File: src/rtl/sprwin_pkg.sv
package sprwin_pkg;
  localparam int WIN_AW = 13;
  localparam int DATA_W = 8;

  localparam logic [WIN_AW-1:0] A_REC0  = 13'h1FF0;
  localparam logic [WIN_AW-1:0] A_REC3  = 13'h1FF3;
  localparam logic [WIN_AW-1:0] A_FIELD = 13'h1FF4;
  localparam logic [WIN_AW-1:0] A_BASE  = 13'h1FF5;
  localparam logic [WIN_AW-1:0] A_INDEX = 13'h1FF6;
  localparam logic [WIN_AW-1:0] BASE_SET   = 13'h1800;
  localparam logic [WIN_AW-1:0] BASE_CLR   = 13'h1C00;
  localparam logic [WIN_AW-1:0] FIELD_OFFS = 13'h0200;

  typedef enum logic [2:0] {
    ST_LD_BASE,
    ST_LD_INDEX,
    ST_APPLY,
    ST_IDLE,
    ST_WRBACK
  } sw_state_e;
endpackage

File: src/rtl/sprwin_map.sv
module sprwin_map
  import sprwin_pkg::*;
#(
  parameter int IDX_W = 7
) (
  input  logic [WIN_AW-1:0] addr_i,
  input  logic              base_sel_i,
  input  logic [IDX_W-1:0]  index_i,
  output logic [WIN_AW-1:0] ram_addr_o,
  output logic              is_field_o,
  output logic              is_base_o,
  output logic              is_index_o
);
  logic [WIN_AW-1:0] base;
  logic [WIN_AW-1:0] rec_addr;
  logic [WIN_AW-1:0] fld_addr;
  logic              is_rec;

  assign base     = base_sel_i ? BASE_SET : BASE_CLR;
  assign rec_addr = base + WIN_AW'({index_i, 2'b00}) + WIN_AW'(addr_i[1:0]);
  assign fld_addr = base + FIELD_OFFS + WIN_AW'(index_i >> 2);

  assign is_rec     = (addr_i >= A_REC0) && (addr_i <= A_REC3);
  assign is_field_o = (addr_i == A_FIELD);
  assign is_base_o  = (addr_i == A_BASE);
  assign is_index_o = (addr_i == A_INDEX);

  always_comb begin
    if (is_rec)          ram_addr_o = rec_addr;
    else if (is_field_o) ram_addr_o = fld_addr;
    else                 ram_addr_o = addr_i;
  end
endmodule

File: src/rtl/sprwin_merge.sv
module sprwin_merge
  import sprwin_pkg::*;
#(
  parameter int FW = 2
) (
  input  logic [DATA_W-1:0]               old_i,
  input  logic [FW-1:0]                   bits_i,
  input  logic [$clog2(DATA_W/FW)-1:0]    slot_i,
  output logic [DATA_W-1:0]               new_o
);
  localparam int SLOTS = DATA_W / FW;
  localparam int SW    = $clog2(SLOTS);

  for (genvar s = 0; s < SLOTS; s++) begin : g_slot
    assign new_o[s*FW +: FW] = (slot_i == SW'(s)) ? bits_i : old_i[s*FW +: FW];
  end
endmodule

File: src/rtl/sprwin_top.sv
module sprwin_top
  import sprwin_pkg::*;
#(
  parameter int IDX_W = 7
) (
  input  logic              clk_i,
  input  logic              rst_ni,
  input  logic              req_i,
  input  logic              we_i,
  input  logic [12:0]       addr_i,
  input  logic [7:0]        wdata_i,
  output logic [7:0]        rdata_o,
  output logic              rvalid_o,
  output logic              wait_o,
  output logic              ram_en_o,
  output logic              ram_we_o,
  output logic [12:0]       ram_addr_o,
  output logic [7:0]        ram_wdata_o,
  input  logic [7:0]        ram_rdata_i
);
  localparam int FW = 2;
  localparam int SW = $clog2(DATA_W / FW);

  sw_state_e         state_q, state_d;
  logic              base_sel_q;
  logic [IDX_W-1:0]  index_q;
  logic [WIN_AW-1:0] wb_addr_q;
  logic [FW-1:0]     wb_bits_q;
  logic              rvalid_q;

  logic [WIN_AW-1:0] map_addr;
  logic              is_field, is_base, is_index;
  logic              accept;
  logic [DATA_W-1:0] merged;

  sprwin_map #(.IDX_W(IDX_W)) u_map (
    .addr_i     (addr_i),
    .base_sel_i (base_sel_q),
    .index_i    (index_q),
    .ram_addr_o (map_addr),
    .is_field_o (is_field),
    .is_base_o  (is_base),
    .is_index_o (is_index)
  );

  // field shift is twice the low index bits, so the slot is index[1:0]
  sprwin_merge #(.FW(FW)) u_merge (
    .old_i  (ram_rdata_i),
    .bits_i (wb_bits_q),
    .slot_i (index_q[SW-1:0]),
    .new_o  (merged)
  );

  assign accept   = req_i && (state_q == ST_IDLE);
  assign wait_o   = (state_q != ST_IDLE);
  assign rvalid_o = rvalid_q;
  assign rdata_o  = rvalid_q ? ram_rdata_i : '0;

  always_comb begin
    state_d     = state_q;
    ram_en_o    = 1'b0;
    ram_we_o    = 1'b0;
    ram_addr_o  = map_addr;
    ram_wdata_o = wdata_i;
    unique case (state_q)
      ST_LD_BASE: begin
        ram_en_o   = 1'b1;
        ram_addr_o = A_BASE;
        state_d    = ST_LD_INDEX;
      end
      ST_LD_INDEX: begin
        ram_en_o   = 1'b1;
        ram_addr_o = A_INDEX;
        state_d    = ST_APPLY;
      end
      ST_APPLY: state_d = ST_IDLE;
      ST_IDLE: begin
        ram_en_o = accept;
        ram_we_o = accept && we_i && !is_field;
        if (accept && we_i && is_field) state_d = ST_WRBACK;
      end
      ST_WRBACK: begin
        ram_en_o    = 1'b1;
        ram_we_o    = 1'b1;
        ram_addr_o  = wb_addr_q;
        ram_wdata_o = merged;
        state_d     = ST_IDLE;
      end
      default: state_d = ST_IDLE;
    endcase
  end

  always_ff @(posedge clk_i or negedge rst_ni) begin
    if (!rst_ni) begin
      state_q    <= ST_LD_BASE;
      base_sel_q <= 1'b0;
      index_q    <= '0;
      wb_addr_q  <= '0;
      wb_bits_q  <= '0;
      rvalid_q   <= 1'b0;
    end else begin
      state_q  <= state_d;
      rvalid_q <= accept && !we_i;
      if (state_q == ST_LD_INDEX) base_sel_q <= ram_rdata_i[0];
      if (state_q == ST_APPLY)    index_q    <= ram_rdata_i[IDX_W-1:0];
      if (accept && we_i) begin
        if (is_base)  base_sel_q <= wdata_i[0];
        if (is_index) index_q    <= wdata_i[IDX_W-1:0];
        if (is_field) begin
          wb_addr_q <= map_addr;
          wb_bits_q <= wdata_i[FW-1:0];
        end
      end
    end
  end

  logic [DATA_W-1:0] keep_mask;
  assign keep_mask = ~(DATA_W'(2'b11) << {index_q[SW-1:0], 1'b0});

  AST_REG_HOLE: assert property (@(posedge clk_i) disable iff (!rst_ni)
    (ram_en_o && state_q == ST_IDLE) |-> !((ram_addr_o >= A_REC0) && (ram_addr_o <= A_FIELD)));
  AST_READ_VALID: assert property (@(posedge clk_i) disable iff (!rst_ni)
    (req_i && !wait_o && !we_i) |=> rvalid_o);
  AST_NO_WRITE_VALID: assert property (@(posedge clk_i) disable iff (!rst_ni)
    (req_i && !wait_o && we_i) |=> !rvalid_o);
  AST_WB_SAME_ADDR: assert property (@(posedge clk_i) disable iff (!rst_ni)
    (state_q == ST_WRBACK) |-> (ram_we_o && ram_addr_o == $past(ram_addr_o)));
  AST_WB_KEEP: assert property (@(posedge clk_i) disable iff (!rst_ni)
    (state_q == ST_WRBACK) |-> (((ram_wdata_o ^ ram_rdata_i) & keep_mask) == '0));
  AST_WAIT_SHORT: assert property (@(posedge clk_i) disable iff (!rst_ni)
    (state_q == ST_WRBACK) |=> !wait_o);
  AST_BUSY_NO_WRITE: assert property (@(posedge clk_i) disable iff (!rst_ni)
    (wait_o && state_q != ST_WRBACK) |-> !ram_we_o);
endmodule

File: config.mk
export PLATFORM = sky130hd
export DESIGN_NAME = sprwin_top
export DESIGN_NICKNAME = d
export VERILOG_FILES = /design/src/rtl/sprwin_pkg.sv /design/src/rtl/sprwin_map.sv /design/src/rtl/sprwin_merge.sv /design/src/rtl/sprwin_top.sv
export SDC_FILE = /design/constraint.sdc
export NUM_CORES = 1
export LEC_CHECK = 0
export BUFFER_PORTS_ARGS = -buffer_cell sky130_fd_sc_hd__buf_2
export CELL_PAD_IN_SITES_DETAIL_PLACEMENT = 1
export CELL_PAD_IN_SITES_GLOBAL_PLACEMENT = 2
export CORE_MARGIN = 2
export CORE_UTILIZATION = 29
export DETAILED_ROUTE_END_ITERATION = 8
export MAX_ROUTING_LAYER = met4
export PLACE_DENSITY = 0.94
export SLEW_MARGIN = 20
export SYNTH_ARGS = -nofsm -noshare
export SYNTH_HDL_FRONTEND = slang
export SYNTH_SLANG_ARGS = --single-unit
File: constraint.sdc
create_clock -name clk_i -period 4 [get_ports clk_i]
set_clock_uncertainty 0.05 [all_clocks]
set_input_delay 0.4 -clock clk_i [delete_from_list [all_inputs] [get_ports clk_i]]
set_output_delay 0.4 -clock clk_i [all_outputs]
set_load 0.005 [all_outputs]
### After elaboration in Yosys (flattened, before gate mapping)

Cells that the tools add are included.

* register bits: 27
* bits in latches: 0
* RAM bits: 0
* memory bits (read-only): 0
* input port bits: 33
* memories: 0

* add/subtract/negate cells: 4
* multiply operators: 0
* divide/modulo/power cells: 0
* order comparisons: 2
* eq/ne operators: 12
* shift-type cells: 0
* multiplexer cells: 20
* bitwise logic cells: 0
* reduce and logical (&&, ||, !) cells: 12

Operators by type and width (count)
* 13-bit equality test, second input constant: 3
* 13-bit one-hot mux with 3 select lines: 1
* 13-bit 2-to-1 mux: 2
* 7-bit 2-to-1 mux: 3
* 8-bit 2-to-1 mux: 2
* 13-bit by 10-bit adder with 13-bit output, second input constant: 1
* 13-bit by 2-bit adder with 13-bit output: 1
* 13-bit by 5-bit adder with 13-bit output: 1
* 13-bit by 9-bit adder with 13-bit output: 1
* 13-bit greater-or-equal comparator, second input constant: 1
* 13-bit <= comparator, second input constant: 1
* 11-bit 2-to-1 mux: 1
* 3-bit one-hot mux with 3 select lines: 1
* 2-bit 2-to-1 mux: 4
* 3-bit by 2-bit equality test with 1-bit output, second input constant: 2
* 1-bit logical AND: 6
* 2-bit equality test, second input constant: 2
* 1-bit one-hot mux with 2 select lines: 2
* 3-bit by 1-bit equality test with 1-bit output, second input constant: 1
* 3-bit equality test, second input constant: 1
* 3-bit logical NOT: 1
* 1-bit 2-to-1 mux: 3
* 3-bit 2-to-1 mux: 1
* 3-bit by 2-bit != test with 1-bit output, second input constant: 1
* other kinds (6): 7

### Longest topological paths before layout

Gate-level depths: netlist (run 1).

* depth in word-level cells: 6
* gate-level depth with buffers: 7

### Hierarchy

Synthesis (run 1) repeated with hierarchy kept, for this count alone.

* cell total of the unflattened synthesis: 204
* area, all modules: 2057.0 µm²

Modules (own cells, without submodules)
* sprwin_top: times used 1, cells each 142, area each 1616.6 µm²
* sprwin_map: times used 1, cells each 50, area each 330.3 µm²
* sprwin_merge: times used 1, cells each 12, area each 110.1 µm²

### Least setup slack after synthesis (run 1)

OpenSTA, ideal clock, no wires.

* path type: in2out
* from: input addr_i[7]
* to: output ram_addr_o[3]
* arrival time: 1585 ps
* setup slack: 1965 ps
* stages: 6
* cell sequence: and4b_1 -> and4_4 -> buf_6 -> and3_4 -> a211o_1 -> a32o_1

* cells in the longest elaborated chain, start to end: 4
* elaborated cells between the ends (all ways): 7
* those cells by class: 2 x order compare; 1 x eq/ne; 3 x mux; 1 x reduce/logical

Ends and longest elaborated chain
* start, declared: RTL line sprwin_top.sv:10 `input logic [12:0] addr_i,`
* 13-bit greater-or-equal comparator (tied with other cells): RTL line sprwin_map.sv:23 `assign is_rec = (addr_i >= A_REC0) && (addr_i <= A_REC3);`
* 1-bit logical AND or 13-bit 2-to-1 mux (tied branches): RTL line sprwin_map.sv:23, sprwin_map.sv:30
* 13-bit 2-to-1 mux *: RTL line sprwin_map.sv:29 `if (is_rec) ram_addr_o = rec_addr;`
* 13-bit one-hot mux with 3 select lines *: RTL line sprwin_top.sv:65 `unique case (state_q)`
* end, declared: RTL line sprwin_top.sv:17 `output logic [12:0] ram_addr_o,`

Mark *: on every way between the ends. The rest lies on a longest branch, timed or not.

### Worst setup path in the final report (run 1)

* from: register state_q[2]
* to: register wb_addr_q[3]

* cells in the longest elaborated chain, start to end: 4

Ends and longest elaborated chain
* start, declared: RTL line sprwin_top.sv:24 `sw_state_e state_q, state_d;`
* start signal, assigned: RTL line sprwin_top.sv:102 `state_q <= state_d;`
* 3-bit by 2-bit equality test with 1-bit output: RTL line sprwin_top.sv:54 `assign accept = req_i && (state_q == ST_IDLE);`
* 1-bit logical AND: RTL line sprwin_top.sv:54
* 1-bit logical AND: RTL line sprwin_top.sv:106 `if (accept && we_i) begin`
* 2-bit AND reduction (no source line)
* end signal, assigned: RTL line sprwin_top.sv:110 `wb_addr_q <= map_addr;`
* end, declared: RTL line sprwin_top.sv:27 `logic [WIN_AW-1:0] wb_addr_q;`

No other way between the ends.
A chain may end at the register's enable or synchronous reset.

==> flow_summary_export.csv, run 1 <==
group,metric,value,unit
outcome,run_status,"completed",
global_routing,grt_pass1_vias,1742,
sta,period_needed,2.56,ns
cts,cts_hold_buf,0,
floorplan,core,5570,sq um
floorplan,die_w,80.5,microns
synthesis,ys_seq_area_share,39.8,%
route,wl_per_cell,15.7,microns
setup_path,startpoint,"state_q[2]",
final_layout,nets,297,
global_routing,grt_max_degree,28,
final_layout,drive_above_1_share,29.3,%
route,drc,0,
global_routing,grt_usage,17.9,%
power,leakagePower,0.00109,uW
setup_path,required,4.12,ns
setup_path,slowest_delay,0.57,ns
route,drtAntennaViolNets,0,
setup_path,start_kind,"flip-flop",
placement,dp_hpwl,4080,microns
power,p_sw,130,uW
synthesis,synth_nets,238,
sta,tns,0,ns
power,p_seq_share,54.2,%
route,drtPass1Iterations,4,
run,cap_viol_max_count,0,
final_layout,antenna_cells,0,
floorplan,die_h,80.5,microns
power,switching_share,25.5,%
setup_path,cp_max_fo,21,
setup_path,path_cells,"nand4b_1, nor3_1, nand3_1, inv_1, mux2_4",
cts,cts_buffers,3,
cts,cts_buffer_depth,2,
cts,cts.clk_slew.worst_paths,0.09,ns
power,power_frac_comb,14.1,%
synthesis,ys_ff_latch,27,
power,p_int,379,uW
setup_path,worstSetupPathType,"flip-flop to flip-flop",
power,power.density,241,nW/um^2
sta,hold_viol,0,
min_path,hold_class,"input pin to asynchronous set/reset pin",
synthesis,yosysWarnings,0,
final_layout,final_common_cell,"buf_2",
route,via_per_inst,5.08,
cts,clock_sinks,27,
route,finalWirelength,5250,microns
cts,htreeDepth,1,
synthesis,synth_edf_count,0,
final_layout,fin_util,37.9,%
setup_path,reg2reg_from,"state_q[2]",
setup_path,worstSetupEndpointType,"flip-flop",
synthesis,netlist_instances,205,
cts,clk_latency,0.28,ns
floorplan,fp-row-count,27,
setup_path,worstPathArrival,2.69,ns
final_layout,area_growth,24.5,%
global_routing,grt_pass1_wl,8780,microns
cts,cts_tree,"done",
synthesis,synth_area_leader_cell,"dfrtp_1",
synthesis,synthTopCellsByArea,"dfrtp_1 40%, mux2i_1 8.8%, o21ai_0 6.5%",
sta,rsz0062_at_grt,"false",
sta,timing.final.crit_share,64.1,%
placement,port_buffers,65,
sta,tightest_slew,0.730,ns
synthesis,synthArstFlopShare,100,%
final_layout,layout_common_cells,"65 x buf_2, 27 x nand2_1, 27 x dfrtp_1",
sta,max_clock_freq,390,MHz
cts,cts_setup_buffers,0,
sta,slew_headroom,51.2,%
global_routing,antenna_found_initial,0,
floorplan,dieArea,6480,sq um
route,drt_iter0_drc,53,
power,clkPwrFrac,31.7,%
setup_path,critPathSlowestCell,"nand3_1",
synthesis,avgSynthCellArea,8.28,sq um
sta,setup_viol,0,
placement,gp_congestion,0.830,
synthesis,synth_cell_type_count,37,
synthesis,synth_flop_cell,"dfrtp_1",
synthesis,synth_top_area_share,39.8,%
global_routing,overflow,0,
floorplan,ios,66,
synthesis,syn_area,1700,sq um
cts,clockRootBuffer,"clkbuf_8",
power,ir_drop,0.161,mV
route,dr_total_vias,1702,
sta,slew_viol_final,0,
cts,cts_resized,0,
floorplan,initial_core_util,30.4,%
[cell type report]
| cell class | count | area (sq um) |
|---|---|---|
| Sequential cell | 27 | 676 |
| Tap cell | 72 | 90.1 |
| Inverter | 3 | 11.3 |
| Fill cell | 709 | 3460 |
| Clock buffer | 4 | 45.0 |
| Multi-Input combinational cell | 162 | 950 |
| Timing Repair Buffer | 67 | 340 |
[metrics by stage]
| step | total power, uW | std cells | setup WS [ns] | hold slack [ns] | instance area, sq um |
|---|---|---|---|---|---|
| floorplan | 306 | 205 | 1.97 | 0.0544 | 1700 |
| global placement | 354 | 331 | 1.60 | 0.388 | 2070 |
| detailed placement | 355 | 331 | 1.44 | 0.402 | 2070 |
| CTS | 512 | 335 | 1.42 | 0.0940 | 2110 |
| global route | 532 | 335 | 1.13 | 0.114 | 2110 |
| finish | 510 | 335 | 1.44 | 0.0824 | 2110 |
[logic make-up after synthesis]
group	after synthesis	share of synthesized area, %
simple gates	89	26.9
buf+inv	16	4.20
flops	27	39.8
mux	18	11.1
compound gates	55	18.0
[state kept, by name (all words and copies together) (netlist names)]
name and cells:
wb_bits_q 2, state_q 3, base_sel_q 1, wb_addr_q 13, index_q 7, rvalid_o 1
[final timing paths]
check                                end  slack (ns)  cells after the start
max reg2reg                 wb_addr_q[3]        1.44                      5
max in group asynchronous   wb_addr_q[1]        3.41                      1
min in group clk_i              rvalid_o        0.24                      2
min                        wb_addr_q[10]        0.08                      1
max                         wb_addr_q[3]        1.44                      5
min reg2reg                 wb_addr_q[9]        0.43                      1
[synth_stat cells (2+ instances only)]
cell type,n
o22ai_1,2
mux2i_1,15
mux2_2,2
nor2_1,21
nand2b_1,4
and2_1,12
nand3b_1,2
o21ai_0,22
nor3b_1,5
nand3_1,5
nand2_1,27
clkbuf_1,8
dfrtp_1,27
nand4_1,2
nor2b_1,2
inv_1,3
a31oi_1,3
buf_2,3
nor3_1,2
a21oi_1,21
[worst max-delay path, delay by kind of cell (launching register included)]
family	cells	cell delay, ns
muxes	1	0.33
DFF	1	0.52
and+or+nand+nor	3	1.18
buffers and inverters	1	0.37
[metal layers]
layer	share of wire, %	wire length [microns]	GRT usage [%]
met5	0	0	-
met4	0.69	36	3.05
met3	4.3	227	2.92
met2	47	2490	28.2
met1	48	2490	24.6
[power groups by stage]
stage / clock (uW) / sequential [uW] / combinational (uW)
after detailed placement: 0 / 282 / 73.0
after global routing: 174 / 277 / 81.6
after floorplan: 0 / 281 / 25.5
final: 162 / 276 / 71.9
after global placement: 0 / 282 / 72.1
after CTS: 163 / 276 / 73.2
(Power assumes the default switching activity.)
==> run 2, diff against run 1 <==
--- a/config.mk
+++ b/config.mk
@@ -9,10 +9,10 @@
 export CELL_PAD_IN_SITES_DETAIL_PLACEMENT = 1
 export CELL_PAD_IN_SITES_GLOBAL_PLACEMENT = 2
 export CORE_MARGIN = 2
-export CORE_UTILIZATION = 29
+export CORE_UTILIZATION = 24
 export DETAILED_ROUTE_END_ITERATION = 8
 export MAX_ROUTING_LAYER = met4
-export PLACE_DENSITY = 0.94
+export PLACE_DENSITY = 0.84
 export SLEW_MARGIN = 20
 export SYNTH_ARGS = -nofsm -noshare
 export SYNTH_HDL_FRONTEND = slang
==> constraint.sdc (replaced) <==
create_clock -name clk_i -period 2.2 [get_ports clk_i]
set_clock_uncertainty 0.05 [all_clocks]
set_input_delay 0.22 -clock clk_i [delete_from_list [all_inputs] [get_ports clk_i]]
set_output_delay 0.22 -clock clk_i [all_outputs]
set_load 0.005 [all_outputs]
==> run 2 against run 1 <==
Effect of this change: cell count rose by 9.0%; power rose by 82%; wire length increased by 5.1%; highest routed layer unchanged; critical endpoint is now ram_addr_o[3]; design area is 3.6% higher; critical path type is now flip-flop to output port.
==> flow_summary_export.csv, run 2 (synthesis gave the netlist of run 1 again) <==
group,metric,value,unit
min_path,hold_depth,2,
global_routing,grt_pass1_vias,1637,
sta,period_needed,1.93,ns
final_layout,reg_top3,"wb_addr_q x13, index_q x7, state_q x3",
sta,tns,0,ns
sta,whs,0.0667,ns
power,ir_drop,0.189,mV
floorplan,die_w,88.1,microns
cts,clock_sinks,27,
route,drc,0,
cts,clk_latency,0.27,ns
global_routing,grt_usage,15.2,%
power,switching_share,25.4,%
setup_path,crit_top_cell,"nor2_1",
outcome,run_status,"completed",
cts,clockRootBuffer,"clkbuf_8",
final_layout,drive_above_1_share,30.6,%
setup_path,r2r_end,"wb_addr_q[3]",
run,cap_viol_max_count,0,
power,p_sw,235,uW
sta,slew_viol_final,0,
final_layout,final_common_cell,"buf_2",
sta,hold_viol,0,
floorplan,fp-row-count,30,
power,p_seq_share,54.3,%
setup_path,worstPathArrival,1.66,ns
setup_path,reg2reg_from,"state_q[1]",
global_routing,overflow,0,
global_routing,antenna_found_initial,0,
setup_path,path_cells,"nor2_1, buf_4, nor2_1, a32o_1, buf_2",
route,drtPass1Iterations,4,
final_layout,fin_cells,365,
setup_path,worstSetupPathType,"flip-flop to output port",
final_layout,layout_common_cells,"65 x buf_2, 27 x dfrtp_1, 26 x nand2_1",
power,leakagePower,0.00112,uW
power,clkPwrFrac,31.3,%
final_layout,largest_reg_flops,13,
floorplan,initial_core_util,24.8,%
min_path,worstHoldStart,"we_i",
global_routing,grt_max_degree,28,
sta,rsz0062_at_grt,"false",
setup_path,ff2ff_path_depth,5,
setup_path,r2r_slack,0.30,ns
setup_path,required,1.93,ns
cts,cts_buffers,3,
floorplan,dieArea,7760,sq um
final_layout,nets,302,
power,p_int,691,uW
placement,port_buffers,65,
setup_path,worstSetupEndpointType,"output port",
floorplan,core,6830,sq um
sta,timing.final.crit_share,87.8,%
placement,dp_hpwl,4260,microns
sta,slew_headroom,57.2,%
setup_path,cp_max_fo,14,
cts,cts_setup_buffers,0,
route,dr_total_vias,1699,
cts,cts.clk_slew.worst_paths,0.09,ns
route,drt_iter0_drc,78,
power,total_power,926,uW
sta,tightest_slew,0.642,ns
setup_path,critPathSlowestCell,"dfrtp_1",
final_layout,regMostFlops,"wb_addr_q",
floorplan,die_h,88.1,microns
min_path,holdPathEnd,"rvalid_o",
min_path,hold_class,"input pin to flip-flop",
sta,setup_viol,0,
sta,max_clock_freq,517,MHz
route,via_per_inst,4.65,
floorplan,ios,66,
power,power.density,423,nW/um^2
route,finalWirelength,5520,microns
placement,gp_congestion,0.790,
placement,place_inst,359,
power,power_frac_comb,14.4,%
cts,cts_buffer_depth,2,
setup_path,slowest_delay,0.49,ns
setup_path,start_kind,"flip-flop",
cts,htreeDepth,1,
final_layout,area_growth,28.9,%
route,drtAntennaViolNets,0,
global_routing,grt_pass1_wl,8850,microns
cts,cts_tree,"done",
route,wl_per_cell,15.1,microns
[run 2: changes by cell type in the layout (fill, tap and decap cells not counted)]
cell and delta:
buf_4 +4, diode_2 +1, dlygate4sd3_1 +1, nand2_1 -1
nand2_2 +1
[run 2: worst max-delay path by stage]
stage                from             end  slack (ns)  depth (start not counted)
2_1_floorplan  state_q[1]      base_sel_q        0.48                          6
3_3_place_gp    addr_i[7]   ram_addr_o[3]        0.33                          7
3_5_place_dp   state_q[1]    wb_addr_q[3]        0.31                          5
4_1_cts        state_q[1]  ram_addr_o[12]        0.08                          4
5_1_grt        state_q[1]  ram_wdata_o[1]        0.08                          4
6_report       state_q[1]   ram_addr_o[3]        0.27                          5
[run 2: per-stage QoR]
step	setup slack, ns	instance area [sq um]	utilization, %
4_1_cts	0.0789	2180	31.9
3_5_place_dp	0.311	2130	31.1
5_1_grt	0.0831	2180	32.0
6_report	0.267	2190	32.0
3_3_place_gp	0.328	2130	31.1
2_1_floorplan	0.483	1700	-
[run 2: power groups by stage]
stage / logic, uW / clock network [uW] / registers [uW]
2_1_floorplan: 46.3 / 0 / 511
3_5_place_dp: 134 / 0 / 513
6_report: 133 / 290 / 503
3_3_place_gp: 132 / 0 / 512
5_1_grt: 152 / 322 / 504
4_1_cts: 136 / 298 / 503
[run 2: routing by layer]
metal  wire [microns]  GRT usage, %  up-vias  share of wire, %
met5                0             -        -                 0
met4               24          1.79        0              0.43
met3              276          4.05        5               5.0
met2             2590          23.2       32                47
met1             2630          20.9      815                48
li1                 -             -      847                 -
[run 2: final cells by class]
type / instances / area, sq um
Fill cell: 856 / 4640
Multi-Input combinational cell: 162 / 952
Sequential cell: 27 / 676
Timing Repair Buffer: 72 / 380
Tap cell: 96 / 120
Clock buffer: 4 / 45.0
Inverter: 3 / 11.3
Antenna cell: 1 / 2.50
[run 2: timing repair]
| item | CTS | global route |
|---|---|---|
| gates resized for setup | 0 | 1 |
| setup endpoints to repair | 0 | 10 |
| hold endpoints to repair | 27 | 0 |
| hold buffers | 1 | 0 |
[run 2: worst max-delay path, delay by kind of cell (launching register included)]
family | cells | cell delay (ns)
compound gates | 1 | 0.23
buf+inv | 2 | 0.35
flops | 1 | 0.49
simple gates | 2 | 0.32
